File: config.mk
export PLATFORM = sky130hd
export DESIGN_NAME = sram_sleep_ctrl
export DESIGN_NICKNAME = d
export VERILOG_FILES = /design/src/rtl/sram_sleep_pkg.sv /design/src/rtl/sleep_req_sync.sv /design/src/rtl/sleep_phase_cnt.sv /design/src/rtl/sleep_viol_chk.sv /design/src/rtl/sram_sleep_ctrl.sv
export SDC_FILE = /design/constraint.sdc
export NUM_CORES = 1
export LEC_CHECK = 0
export BUFFER_PORTS_ARGS = -buffer_cell sky130_fd_sc_hd__buf_4
export CORE_MARGIN = 2
export CORE_UTILIZATION = 35
export CTS_BUF_LIST = sky130_fd_sc_hd__clkbuf_16
export CTS_CLUSTER_DIAMETER = 40
export DETAILED_ROUTE_END_ITERATION = 10
export GPL_TIMING_DRIVEN = 1
export PLACE_DENSITY_LB_ADDON = 0.12
export SETUP_SLACK_MARGIN = 0.15
export SLEW_MARGIN = 20
export SYNTH_ARGS = -nofsm -noshare
export SYNTH_HDL_FRONTEND = slang
export SYNTH_SLANG_ARGS = --single-unit
File: constraint.sdc
create_clock -name clk_i -period 1.9 [get_ports clk_i]
set_clock_uncertainty 0.15 [all_clocks]
set_input_delay 0.19 -clock clk_i [delete_from_list [all_inputs] [get_ports clk_i]]
set_output_delay 0.19 -clock clk_i [all_outputs]
set_load 0.05 [all_outputs]
File: src/rtl/sram_sleep_pkg.sv
package sram_sleep_pkg;
  typedef enum logic [1:0] {
    PH_AWAKE    = 2'd0,
    PH_ENTERING = 2'd1,
    PH_ASLEEP   = 2'd2,
    PH_EXITING  = 2'd3
  } sleep_phase_e;
endpackage

File: src/rtl/sleep_req_sync.sv
module sleep_req_sync #(
  parameter int STAGES = 2
) (
  input  logic clk_i,
  input  logic rst_ni,
  input  logic d_i,
  output logic q_o
);
  logic [STAGES-1:0] stg_q;

  for (genvar g = 0; g < STAGES; g++) begin : g_stage
    always_ff @(posedge clk_i or negedge rst_ni) begin
      if (!rst_ni) stg_q[g] <= 1'b0;
      else if (g == 0) stg_q[g] <= d_i;
      else stg_q[g] <= stg_q[(g == 0) ? 0 : g-1];
    end
  end

  assign q_o = stg_q[STAGES-1];
endmodule

File: src/rtl/sleep_phase_cnt.sv
module sleep_phase_cnt #(
  parameter int W = 2
) (
  input  logic         clk_i,
  input  logic         rst_ni,
  input  logic         clr_i,
  output logic [W-1:0] cnt_o
);
  localparam logic [W-1:0] CNT_MAX = {W{1'b1}};

  always_ff @(posedge clk_i or negedge rst_ni) begin
    if (!rst_ni) cnt_o <= '0;
    else if (clr_i) cnt_o <= '0;
    else if (cnt_o != CNT_MAX) cnt_o <= cnt_o + 1'b1;
  end

  // saturating: never wraps back to zero without a clear
  p_cnt_no_wrap_r2: assert property (@(posedge clk_i) disable iff (!rst_ni)
    (!clr_i && cnt_o != '0) |=> (cnt_o != '0));
endmodule

File: src/rtl/sleep_viol_chk.sv
module sleep_viol_chk #(
  parameter int NUM_CE = 3
) (
  input  logic              clk_i,
  input  logic              rst_ni,
  input  logic              entry_start_i,
  input  logic              in_recovery_i,
  input  logic [NUM_CE-1:0] ce_act_i,
  output logic              viol_o
);
  logic selected, any_en;

  assign selected = &ce_act_i;
  assign any_en   = |ce_act_i;

  always_ff @(posedge clk_i or negedge rst_ni) begin
    if (!rst_ni) viol_o <= 1'b0;
    else viol_o <= (entry_start_i && selected) || (in_recovery_i && any_en);
  end

  // a flag always has a cause in the previous cycle
  p_viol_has_cause_r8: assert property (@(posedge clk_i) disable iff (!rst_ni)
    viol_o |-> $past(entry_start_i || in_recovery_i));
  p_recovery_enable_flags_r8: assert property (@(posedge clk_i) disable iff (!rst_ni)
    (in_recovery_i && any_en) |=> viol_o);
endmodule

File: src/rtl/sram_sleep_ctrl.sv
module sram_sleep_ctrl
  import sram_sleep_pkg::*;
#(
  parameter int NUM_CE       = 3,
  parameter int SYNC_STAGES  = 2,
  parameter int ENTRY_CYCLES = 2,
  parameter int EXIT_CYCLES  = 2
) (
  input  logic              clk_i,
  input  logic              rst_ni,
  input  logic              sleep_req_i,
  input  logic [NUM_CE-1:0] ce_act_i,
  output logic              sleep_o,
  output logic              inhibit_o,
  output logic              hiz_o,
  output logic              flush_o,
  output logic              viol_o
);
  localparam int MAX_CYC = (ENTRY_CYCLES > EXIT_CYCLES) ? ENTRY_CYCLES : EXIT_CYCLES;
  localparam int CW      = $clog2(MAX_CYC) + 1;
  localparam logic [CW-1:0] ENT_LAST = CW'(ENTRY_CYCLES - 1);
  localparam logic [CW-1:0] EXT_LAST = CW'(EXIT_CYCLES - 1);

  sleep_phase_e phase_q, phase_d;
  logic         req_s;
  logic         cnt_clr;
  logic         entry_start;
  logic         flush_q;
  logic [CW-1:0] cnt;

  sleep_req_sync #(.STAGES(SYNC_STAGES)) u_sync (
    .clk_i (clk_i),
    .rst_ni(rst_ni),
    .d_i   (sleep_req_i),
    .q_o   (req_s)
  );

  sleep_phase_cnt #(.W(CW)) u_cnt (
    .clk_i (clk_i),
    .rst_ni(rst_ni),
    .clr_i (cnt_clr),
    .cnt_o (cnt)
  );

  always_comb begin
    phase_d     = phase_q;
    cnt_clr     = 1'b0;
    entry_start = 1'b0;
    unique case (phase_q)
      PH_AWAKE: if (req_s) begin
        phase_d     = PH_ENTERING;
        cnt_clr     = 1'b1;
        entry_start = 1'b1;
      end
      PH_ENTERING: begin
        if (!req_s) begin
          phase_d = PH_EXITING;   // abandoned entry still recovers
          cnt_clr = 1'b1;
        end else if (cnt == ENT_LAST) begin
          phase_d = PH_ASLEEP;
        end
      end
      PH_ASLEEP: if (!req_s) begin
        phase_d = PH_EXITING;
        cnt_clr = 1'b1;
      end
      PH_EXITING: if (cnt == EXT_LAST) phase_d = PH_AWAKE;
      default: phase_d = PH_AWAKE;
    endcase
  end

  always_ff @(posedge clk_i or negedge rst_ni) begin
    if (!rst_ni) begin
      phase_q <= PH_AWAKE;
      flush_q <= 1'b0;
    end else begin
      phase_q <= phase_d;
      flush_q <= entry_start;
    end
  end

  sleep_viol_chk #(.NUM_CE(NUM_CE)) u_viol (
    .clk_i        (clk_i),
    .rst_ni       (rst_ni),
    .entry_start_i(entry_start),
    .in_recovery_i(phase_q == PH_EXITING),
    .ce_act_i     (ce_act_i),
    .viol_o       (viol_o)
  );

  assign sleep_o   = (phase_q == PH_ASLEEP);
  assign inhibit_o = (phase_q != PH_AWAKE);
  assign hiz_o     = (phase_q == PH_ENTERING) || (phase_q == PH_ASLEEP);
  assign flush_o   = flush_q;

  p_sleep_inhibited_r4: assert property (@(posedge clk_i) disable iff (!rst_ni)
    sleep_o |-> inhibit_o);
  p_hiz_inside_window_r5: assert property (@(posedge clk_i) disable iff (!rst_ni)
    hiz_o |-> inhibit_o);
  p_flush_single_r6: assert property (@(posedge clk_i) disable iff (!rst_ni)
    flush_o |=> !flush_o);
  p_flush_opens_window_r6: assert property (@(posedge clk_i) disable iff (!rst_ni)
    $rose(inhibit_o) |-> flush_o);
  p_sleep_after_entry_r2: assert property (@(posedge clk_i) disable iff (!rst_ni)
    $rose(sleep_o) |-> $past(phase_q == PH_ENTERING));
  p_exit_passes_recovery_r10: assert property (@(posedge clk_i) disable iff (!rst_ni)
    $fell(inhibit_o) |-> $past(phase_q == PH_EXITING));
  p_asleep_no_viol_r9: assert property (@(posedge clk_i) disable iff (!rst_ni)
    $past(phase_q == PH_ASLEEP) |-> !viol_o);
endmodule

==> results of run 1 <==
[layer usage]
metal  wire length, um  vias to the layer above  part of all wire [%]  global-route usage [%]
met5                 0                        -                     0                       0
met3                22                        4                   2.4                    1.67
met2               503                        9                    55                    26.2
met1               365                      168                    40                    14.3
met4                20                        0                   2.2                    12.5
li1                  -                      171                     -                       -
[power by group through the flow]
stage	combinational, W	clock (W)	sequential [W]
3_3_place_gp	0.000707	0	0.000279
4_1_cts	0.000743	0.000354	0.000286
5_1_grt	0.000800	0.000366	0.000295
6_report	0.000734	0.000348	0.000288
2_1_floorplan	0.000519	0	0.000328
3_5_place_dp	0.000736	0	0.000288
[worst register-to-register path, stage by stage (launching register included)]
cell and delay [ns]:
dfrtp_1 0.42, inv_1 0.12, ha_1 0.21, nor2b_2 0.16, o21ai_2 0.18, a21oi_1 0.09
a31o_1 0.19
[state kept, by name, indices dropped and copies added (netlist names)]
name / cells
u_sync.q_o: 1
u_viol.viol_o: 1
flush_o: 1
phase_q: 2
u_cnt.cnt_o: 2
u_sync.stg_q: 1
[worst max path at each step]
| stage | startpoint | to | slack [ns] | cells after the start |
|---|---|---|---|---|
| 2_1_floorplan | phase_q[0] | u_viol.viol_o | 0.27 | 6 |
| 3_3_place_gp | phase_q[1] | phase_q[1] | 0.37 | 6 |
| 3_5_place_dp | phase_q[1] | phase_q[1] | 0.29 | 6 |
| 4_1_cts | phase_q[0] | inhibit_o | 0.22 | 4 |
| 5_1_grt | phase_q[0] | inhibit_o | 0.16 | 4 |
| 6_report | phase_q[0] | inhibit_o | 0.23 | 4 |
[cell families (layout without fill, tap and decap cells)]
logic type	after synthesis	after routing	synth area share [%]
adder cells (fa/ha/maj)	8	8	21.7
flip-flops	8	8	43.4
AO/OA/AOI/OAI	12	12	20.3
buffers and inverters	7	22	5.69
AND/OR/NAND/NOR	6	6	7.05
XOR/XNOR	1	1	1.90
[metrics by stage]
| step | hold slack, ns | total power (W) | std cells |
|---|---|---|---|
| final | 0.0576 | 0.00137 | 72 |
| after detailed placement | -0.137 | 0.00102 | 67 |
| after floorplan | -0.256 | 0.000847 | 42 |
| after CTS | 0.0570 | 0.00138 | 72 |
| after global placement | -0.139 | 0.000986 | 67 |
| after global routing | 0.0690 | 0.00146 | 72 |
[cell usage in the layout, fill, tap and decap left out, drive strengths merged]
cell	netlist	layout
a211oi	1	1
a21o	1	1
a21oi	2	2
a22oi	1	1
a31o	1	1
a31oi	3	3
buf	0	10
clkbuf	0	3
dfrtp	8	8
dlygate4sd3	0	2
ha	8	8
inv	7	7
nor2	4	4
nor2b	1	1
o21ai	3	3
or2	1	1
xor2	1	1
[repair_timing]
item                      in CTS  in global routing
hold endpoints to repair       9                  0
resized for setup              0                  0
hold buffers                   2                  0
[layout make-up]
type	instances	area (sq um)	share of cell area [%]
repair buffers	12	95.1	14.6
well taps	15	18.8	2.88
flip-flops and latches	8	200	30.8
clock buffers	3	75.1	11.5
inverters	7	26.3	4.04
multi-input cells	27	235	36.2
==> summary.md, run 1 <==
| Metric | Value |
|---|---|
| N_diodes | 0 |
| Slew @ Worst Pin | 0.232 ns |
| IO Port Bufs | 10 |
| Synth top area cells | dfrtp_1 (43%), ha_1 (22%), inv_1 (4.9%) |
| Buf/Inv on CP | 3 |
| Pre-antenna DRT Iters | 3 |
| CP Cell Sequence | inv_1, ha_1, inv_1, buf_4 |
| Synth area leader | dfrtp_1 |
| Syn nets | 56 |
| Seq/Total Area, Yosys | 43.4% |
| Final HPWL DP | 721 um |
| Worst-Skew Late Latency | approximately 0.23 ns |
| Synth cell count leaders | dfrtp_1 (8), ha_1 (8), inv_1 (6), a31oi_1 (3), nor2_1 (3) |
| Share of the synthesized area in the top cell type | 43.4% |
| Power density cells | 2110 nW/um^2 |
| Routed Wire Length | 912 um |
| # H-tree levels | 1 |
| Die Span Y | 40.3 um |
| Core ar. | 1270 sq um |
| Crit path DAT | 1.33 ns |
| CP max FO | 5 |
| Type of element capturing the critical path | primary output |
| Io pins | 11 |
| CP max stage delay | 0.41 ns |
| Layout cell share with drive strength beyond 1 | 35.1% |
| Post-route worst setup slack | 0.228 ns |
| Mean post-synth cell area | roughly 11 sq um |
| Area of the mapped netlist | 462 sq um |
| Critical path class | reg2out |
| Crit share post-route | 88.0% |
| Final Instance Area | roughly 650 sq um |
| 1st-iter DRT viols | 2 |
| Final core occ | between 50% and 60% |
| Final min period | 1.67 ns |
| Power share of the clock group | 25.4% |
| Gr usage total | approximately 14% |
| Drt wl/cell | 12.7 um |
| Vias in the first global route | between 300 and 400 |
| Worst rel slew slack | 84.5% |
| CP top delay family | buffers and inverters |
| Nets | 73 |
| Initial Util | 36.4% |
| Hold path startpoint | ce_act_i[2] |
| Reg-to-reg setup timing slack | 0.27 ns |
| CTS clk-pin slew, worst paths | around 0.04 ns |
| Num CTS Buffers | 3 |
| Max Cap Viol | 0 |
| GR Overflow Total | 0 |
| Largest net degree at the start of global routing | 9 |
| CP required | 1.56 ns |
| Yosys cell types | 18 |
| Status | finished, final reports clean |
| Final hold violations | 0 |
| Initial antenna violation count | 0 |
| Sw frac | 43.5% |
| Cells on Worst Hold Path | 3 |
| Routed Antenna Nets | 0 |
| Fmax | 598 MHz |
| Flops & latches, synth | 8 |
| Gate Count Post-Synth | 42 |
| Internal Power | approximately 0.00077 W |
| Final Wtd Congestion | 0.712 |
| Top_reg_cell synth | dfrtp_1 |
| Max clock buf depth | 2 |
| HP Class | in2reg |
| Vias | between 300 and 400 |
| R2R Path Start | phase_q[1] |
| Post-synth EDFFs | 0 |
| Die W | 40.3 um |
| Slowest CP cell | dfrtp_1 |
| VDD IR max | 1.05 mV |
| Setup tns final | 0 ns |
| CP startpoint kind | flop |
| CP most frequent cell | inv_1 |
| Critical R2R Capture | phase_q[1] |
| Clk sinks | 8 |
| Share of power burned in registers | 21.0% |
| Sw Pwr | 0.000596 W |
| Pleak | between 0.3 and 0.4 nW |
| RSZ-0062 raised after global routing | no |
| Row cnt | 13 |
| # fillers | 120 |
| DRC | 0 |
| Max Slew Vio Count | 0 |
| Die footprint | approximately 1600 sq um |
| First-pass GRT wire length | 1410 um |
| DP Worst Slack | 0.294 ns |
| Asr flop ratio synth | between 90% and 100% |
| CTS tree | done |
| WHS Endpoint | u_viol.viol_o |
| Via/cell ratio | 4.89 |
| Total number of yosys warnings | 0 |
| Comb pwr share | 53.6% |
| R2r worst-path depth | 6 |
| Post-CTS Setup Bufs | 0 |
| Root Driver | clkbuf_16 |
| Final setup fails | 0 |
| Dpl cell area | 556 sq um |
| Layout area overhead | 40.9% |
No activity file was read; power rests on OpenSTA's default activity.
==> run 2: changes to the inputs <==
--- a/config.mk
+++ b/config.mk
@@ -12,7 +12,7 @@
 export CTS_CLUSTER_DIAMETER = 40
 export DETAILED_ROUTE_END_ITERATION = 10
 export GPL_TIMING_DRIVEN = 1
-export PLACE_DENSITY_LB_ADDON = 0.12
+export PLACE_DENSITY = 0.54
 export SETUP_SLACK_MARGIN = 0.15
 export SLEW_MARGIN = 20
 export SYNTH_ARGS = -nofsm -noshare
==> run 2 against run 1 <==
  * Wire length shrank 1.4%
  * Via count shrank 3.1%
  * Sequential power is essentially flat
  * Critical path depth is the same
  * Non-clock buffer count is the same
  * Sequential cell count is the same
  * Hold slack lost 0.0041 ns
  * Clock power grew 2%
  * Clock-buffer cell count is the same
  * Fmax grew 2.0%
  * First-iteration DRC count shrank 50%
  * Die area is the same
  * Critical endpoint unchanged
  * Largest power group unchanged
==> summary.md, run 2 (synthesis gave the netlist of run 1 again) <==
| Metric | Value |
|---|---|
| Final Wtd Congestion | 0.759 |
| Final core occ | around half |
| First-pass GRT wire length | 1510 um |
| VDD IR max | roughly 0.83 mV |
| GR Overflow Total | 0 |
| Fmax | ~600 MHz |
| Drt wl/cell | 12.5 um |
| CP Capture Point | inhibit_o |
| Setup tns final | 0 ns |
| Num CTS Buffers | 3 |
| Max clock buf depth | 2 |
| Critical path origin | phase_q[1] |
| Layout cell share with drive strength beyond 1 | 36.8% |
| Post-CTS Setup Bufs | 0 |
| Pre-antenna DRT Iters | 2 |
| Reg-to-reg setup timing slack | 0.31 ns |
| Total Power | 0.00137 W |
| CP startpoint kind | flop |
| IO Port Bufs | 10 |
| Nets | 73 |
| Final non-filler cell total | 72 |
| Die footprint | 1630 sq um |
| Routed Wire Length | 899 um |
| Die W | 40.3 um |
| CTS tree | done |
| Most frequent cells in the layout | buf_4 (10), ha_1 (8), dfrtp_1 (8), inv_1 (5) |
| Vias | ~340 |
| Root Driver | clkbuf_16 |
| Crit path DAT | 1.30 ns |
| DP Cell Count | 67 |
| R2r worst-path depth | 6 |
| R2R Path Start | phase_q[1] |
| HP Class | in2reg |
| Layout area overhead | 40.9% |
| CTS clk-pin slew, worst paths | 0.04 ns |
| CP top delay family | buffers and inverters |
| 1st-iter DRT viols | 1 |
| Via/cell ratio | 4.74 |
| CP max stage delay | 0.41 ns |
| Routed Antenna Nets | 0 |
| Largest net degree at the start of global routing | 9 |
| Clk sinks | 8 |
| Die Span Y | between 40 and 50 um |
| Final hold violations | 0 |
| Most common cell after layout, fill and taps aside | buf_4 |
| Pleak | 0.337 nW |
| Largest regs | phase_q: 2 flops, u_cnt.cnt_o: 2 flops |
| Slew @ Worst Pin | between 0.15 and 0.2 ns |
| CP required | roughly 1.6 ns |
| CP max FO | 5 |
| Slowest CP cell | dfrtp_1 |
| Status | finished, final reports clean |
| Initial antenna violation count | 0 |
| Worst-Skew Late Latency | 0.23 ns |
| Worst rel slew slack | 87.6% |
| Final min period | 1.64 ns |
| RSZ-0062 raised after global routing | no |
| Critical R2R Capture | phase_q[1] |
| DRC | 0 |
| Critical path class | reg2out |
| Vias in the first global route | about 360 |
| Io pins | 11 |
| Row cnt | 13 |
| # H-tree levels | 1 |
| Final Instance Area | about 650 sq um |
| Gr usage total | 15.7% |
| Initial Util | 36.4% |
| CP most frequent cell | inv_1 |
| N_diodes | 0 |
| Dpl cell area | 556 sq um |
| Final setup fails | 0 |
| Max Cap Viol | 0 |
| Buf/Inv on CP | 3 |
| Type of element capturing the critical path | primary output |
| Power density cells | 2110 nW/um^2 |
| Final HPWL DP | 703 um |
| Crit path depth | 4 |
| Crit share post-route | 86.3% |
| CP Cell Sequence | inv_1, ha_1, inv_1, buf_4 |
| Max Slew Vio Count | 0 |
| Core ar. | roughly 1300 sq um |
-- run 2: how the worst min path moves through the flow --
stage | from | to | slack (ns) | depth (start not counted)
after detailed placement | rst_ni | u_viol.viol_o | -0.13 | 1
after global placement | rst_ni | u_viol.viol_o | -0.14 | 1
final | ce_act_i[0] | u_viol.viol_o | 0.05 | 3
after floorplan | rst_ni | flush_o | -0.26 | 0
after CTS | ce_act_i[2] | u_viol.viol_o | 0.05 | 3
after global routing | ce_act_i[0] | u_viol.viol_o | 0.07 | 3
-- run 2: where the power goes --
part	internal [W]	switching, W	leakage (nW)	total (W)
Clock	0.000271	0.0000834	0.0370	0.000355
Sequential	0.000234	0.0000543	0.0979	0.000289
Combinational	0.000271	0.000457	0.202	0.000728
Total	0.000777	0.000594	0.337	0.00137
-- run 2: metal layers --
layer  track usage, %  share of wire (%)
met1             15.5                 38
met2             26.6                 55
met3             6.67                4.3
met4             10.0                2.8
met5                0                  0
-- run 2: final cells by class --
cell class                 count  area [sq um]
multi-input combinational     27           235
timing repair buffer          12          95.1
fill                         113           618
tap                           15          18.8
inverter                       7          26.3
sequential                     8           200
clock buffer                   3          75.1
-- run 2: timing repair --
action / CTS / global route
gates resized for setup: 0 / 1
hold endpoints to repair: 9 / 0
hold buffers: 2 / 0
setup endpoints to repair: 0 / 1
-- run 2: metrics by stage --
step           setup slack [ns]  hold WS (ns)
2_1_floorplan             0.266        -0.256
3_5_place_dp              0.318        -0.135
3_3_place_gp              0.389        -0.138
5_1_grt                   0.176        0.0725
4_1_cts                   0.212        0.0548
6_report                  0.261        0.0535
-- run 2: worst min-delay path, stage by stage --
cell and delay (ns):
buf_4 0.08, o21ai_0 0.06, o21ai_1 0.06
==> run 3: changes to the inputs <==
--- a/config.mk
+++ b/config.mk
@@ -6,13 +6,15 @@
 export NUM_CORES = 1
 export LEC_CHECK = 0
 export BUFFER_PORTS_ARGS = -buffer_cell sky130_fd_sc_hd__buf_4
+export CELL_PAD_IN_SITES_DETAIL_PLACEMENT = 1
+export CELL_PAD_IN_SITES_GLOBAL_PLACEMENT = 1
 export CORE_MARGIN = 2
 export CORE_UTILIZATION = 35
 export CTS_BUF_LIST = sky130_fd_sc_hd__clkbuf_16
 export CTS_CLUSTER_DIAMETER = 40
 export DETAILED_ROUTE_END_ITERATION = 10
 export GPL_TIMING_DRIVEN = 1
-export PLACE_DENSITY = 0.54
+export PLACE_DENSITY = 0.67
 export SETUP_SLACK_MARGIN = 0.15
 export SLEW_MARGIN = 20
 export SYNTH_ARGS = -nofsm -noshare
==> run 3 against run 2 <==
  * Design area is the same
  * Sequential share of layout area is the same
  * Clock-buffer cell count is the same
  * Clock power shrank 1%
  * Final cell count is the same
  * Critical path depth is the same
  * Hold slack gained 0.020 ns
  * Sequential power is essentially flat
  * Wire length grew 11%
  * Total power grew 0.32%
  * Non-clock buffer count is the same
  * Critical path type unchanged
  * Critical endpoint unchanged
  * Largest cell class unchanged
  * Largest power group unchanged
  * Highest routed layer unchanged
==> summary.md, run 3 (synthesis gave the netlist of run 1 again) <==
| Metric | Value |
|---|---|
| Status | finished, final reports clean |
| Initial Util | 36.4% |
| CP most frequent cell | inv_1 |
| CP top delay family | buffers and inverters |
| Final min period | approximately 1.7 ns |
| First-pass GRT wire length | 1510 um |
| Final non-filler cell total | 72 |
| Slew @ Worst Pin | between 0.2 and 0.25 ns |
| Vias in the first global route | 343 |
| CP startpoint kind | flop |
| Crit path depth | 4 |
| Post-CTS Setup Bufs | 0 |
| Pre-antenna DRT Iters | 4 |
| Post-cts sizing count | 0 |
| Fmax | 605 MHz |
| DP Cell Count | 67 |
| Critical path class | reg2out |
| HP Class | in2reg |
| WHS Endpoint | u_viol.viol_o |
| Critical path origin | phase_q[0] |
| Routed Wire Length | 994 um |
| Largest regs | phase_q: 2 flops, u_cnt.cnt_o: 2 flops |
| 1st-iter DRT viols | 3 |
| Register area | 200 sq um |
| CP max stage delay | 0.41 ns |
| Worst rel slew slack | 85.2% |
| Pleak | about 0.34 nW |
| Layout cell share with drive strength beyond 1 | 35.1% |
| Total Power | 0.00138 W |
| Multi-input combinational cell area | 235 sq um |
| CP Cell Sequence | inv_1, ha_1, inv_1, buf_4 |
| Max Slew Vio Count | 0 |
| Die Span Y | 40.3 um |
| Layout area overhead | 40.9% |
| Setup tns final | 0 ns |
| Buf/Inv on CP | 3 |
| VDD IR max | 0.961 mV |
| Slowest CP cell | dfrtp_1 |
| Most common cell after layout, fill and taps aside | buf_4 |
| Final hold violations | 0 |
| Most frequent cells in the layout | buf_4 (10), ha_1 (8), dfrtp_1 (8), inv_1 (6) |
| Via/cell ratio | 4.96 |
| Largest net degree at the start of global routing | 9 |
| Type of element capturing the critical path | primary output |
| # fillers | 139 |
| Hold path startpoint | ce_act_i[2] |
| Root Driver | clkbuf_16 |
| Nets | 73 |
| Clk sinks | 8 |
| Cells on Worst Hold Path | 3 |
| Crit share post-route | between 80% and 90% |
| CP required | roughly 1.6 ns |
| Die footprint | 1630 sq um |
| Vias | roughly 360 |
| GR Overflow Total | 0 |
| N_diodes | 0 |
| Final core occ | between 50% and 60% |
| DRC | 0 |
| CP max FO | 5 |
| Max Cap Viol | 0 |
| RSZ-0062 raised after global routing | no |
| Power density cells | 2110 nW/um^2 |
| Hold Buf Count CTS | 2 |
| Max clock buf depth | 2 |
| Num CTS Buffers | 3 |
| Core ar. | 1270 sq um |
| CTS tree | done |
| # H-tree levels | 1 |
| Worst-Skew Late Latency | roughly 0.23 ns |
| R2r worst-path depth | 6 |
| Io pins | 11 |
| Final HPWL DP | 788 um |
| Initial antenna violation count | 0 |
| Die W | 40.3 um |
| Crit path DAT | 1.31 ns |
| Final Wtd Congestion | ~0.73 |
| R2R Path Start | phase_q[1] |
| Drt wl/cell | 13.8 um |
| IO Port Bufs | 10 |
| Critical R2R Capture | phase_q[1] |
| CTS clk-pin slew, worst paths | 0.04 ns |
| Routed Antenna Nets | 0 |
| Final hold slack | 0.0736 ns |
| Row cnt | 13 |
| Reg-to-reg setup timing slack | ~0.31 ns |
| Final setup fails | 0 |
| Gr usage total | approximately 15% |
[run 3: tightest hold or removal path, delay by kind of cell]
family                 cells  cell delay, ns
AOI/OAI and AO/OA          1            0.07
buffers and inverters      2            0.15
[run 3: layout make-up]
class / count / share of cell area [%]
Timing Repair Buffer: 12 / 14.6
Inverter: 7 / 4.04
Tap cell: 15 / 2.88
Sequential cell: 8 / 30.8
Multi-Input combinational cell: 27 / 36.2
Clock buffer: 3 / 11.5
[run 3: layer usage]
layer	vias to the layer above	GRT usage, %	part of all wire, %
li1	171	-	-
met1	173	15.0	39
met2	10	27.0	55
met3	3	5.00	4.7
met4	0	10.0	1.4
met5	-	0	0
[run 3: worst max path at each step]
stage,slack [ns],to
final,0.25,inhibit_o
after global routing,0.15,inhibit_o
after CTS,0.23,inhibit_o
after detailed placement,0.33,phase_q[1]
after global placement,0.39,phase_q[1]
after floorplan,0.27,u_viol.viol_o
[run 3: stage by stage]
stage | cell area [sq um] | setup slack, ns
2_1_floorplan | 462 | 0.266
3_3_place_gp | 556 | 0.387
3_5_place_dp | 556 | 0.325
4_1_cts | 651 | 0.227
5_1_grt | 651 | 0.153
6_report | 651 | 0.247
[run 3: where the power goes]
part / internal [W] / total (W) / switching [W]
combinational: 0.000270 / 0.000737 / 0.000467
sequential: 0.000234 / 0.000287 / 0.0000530
clock: 0.000271 / 0.000351 / 0.0000800
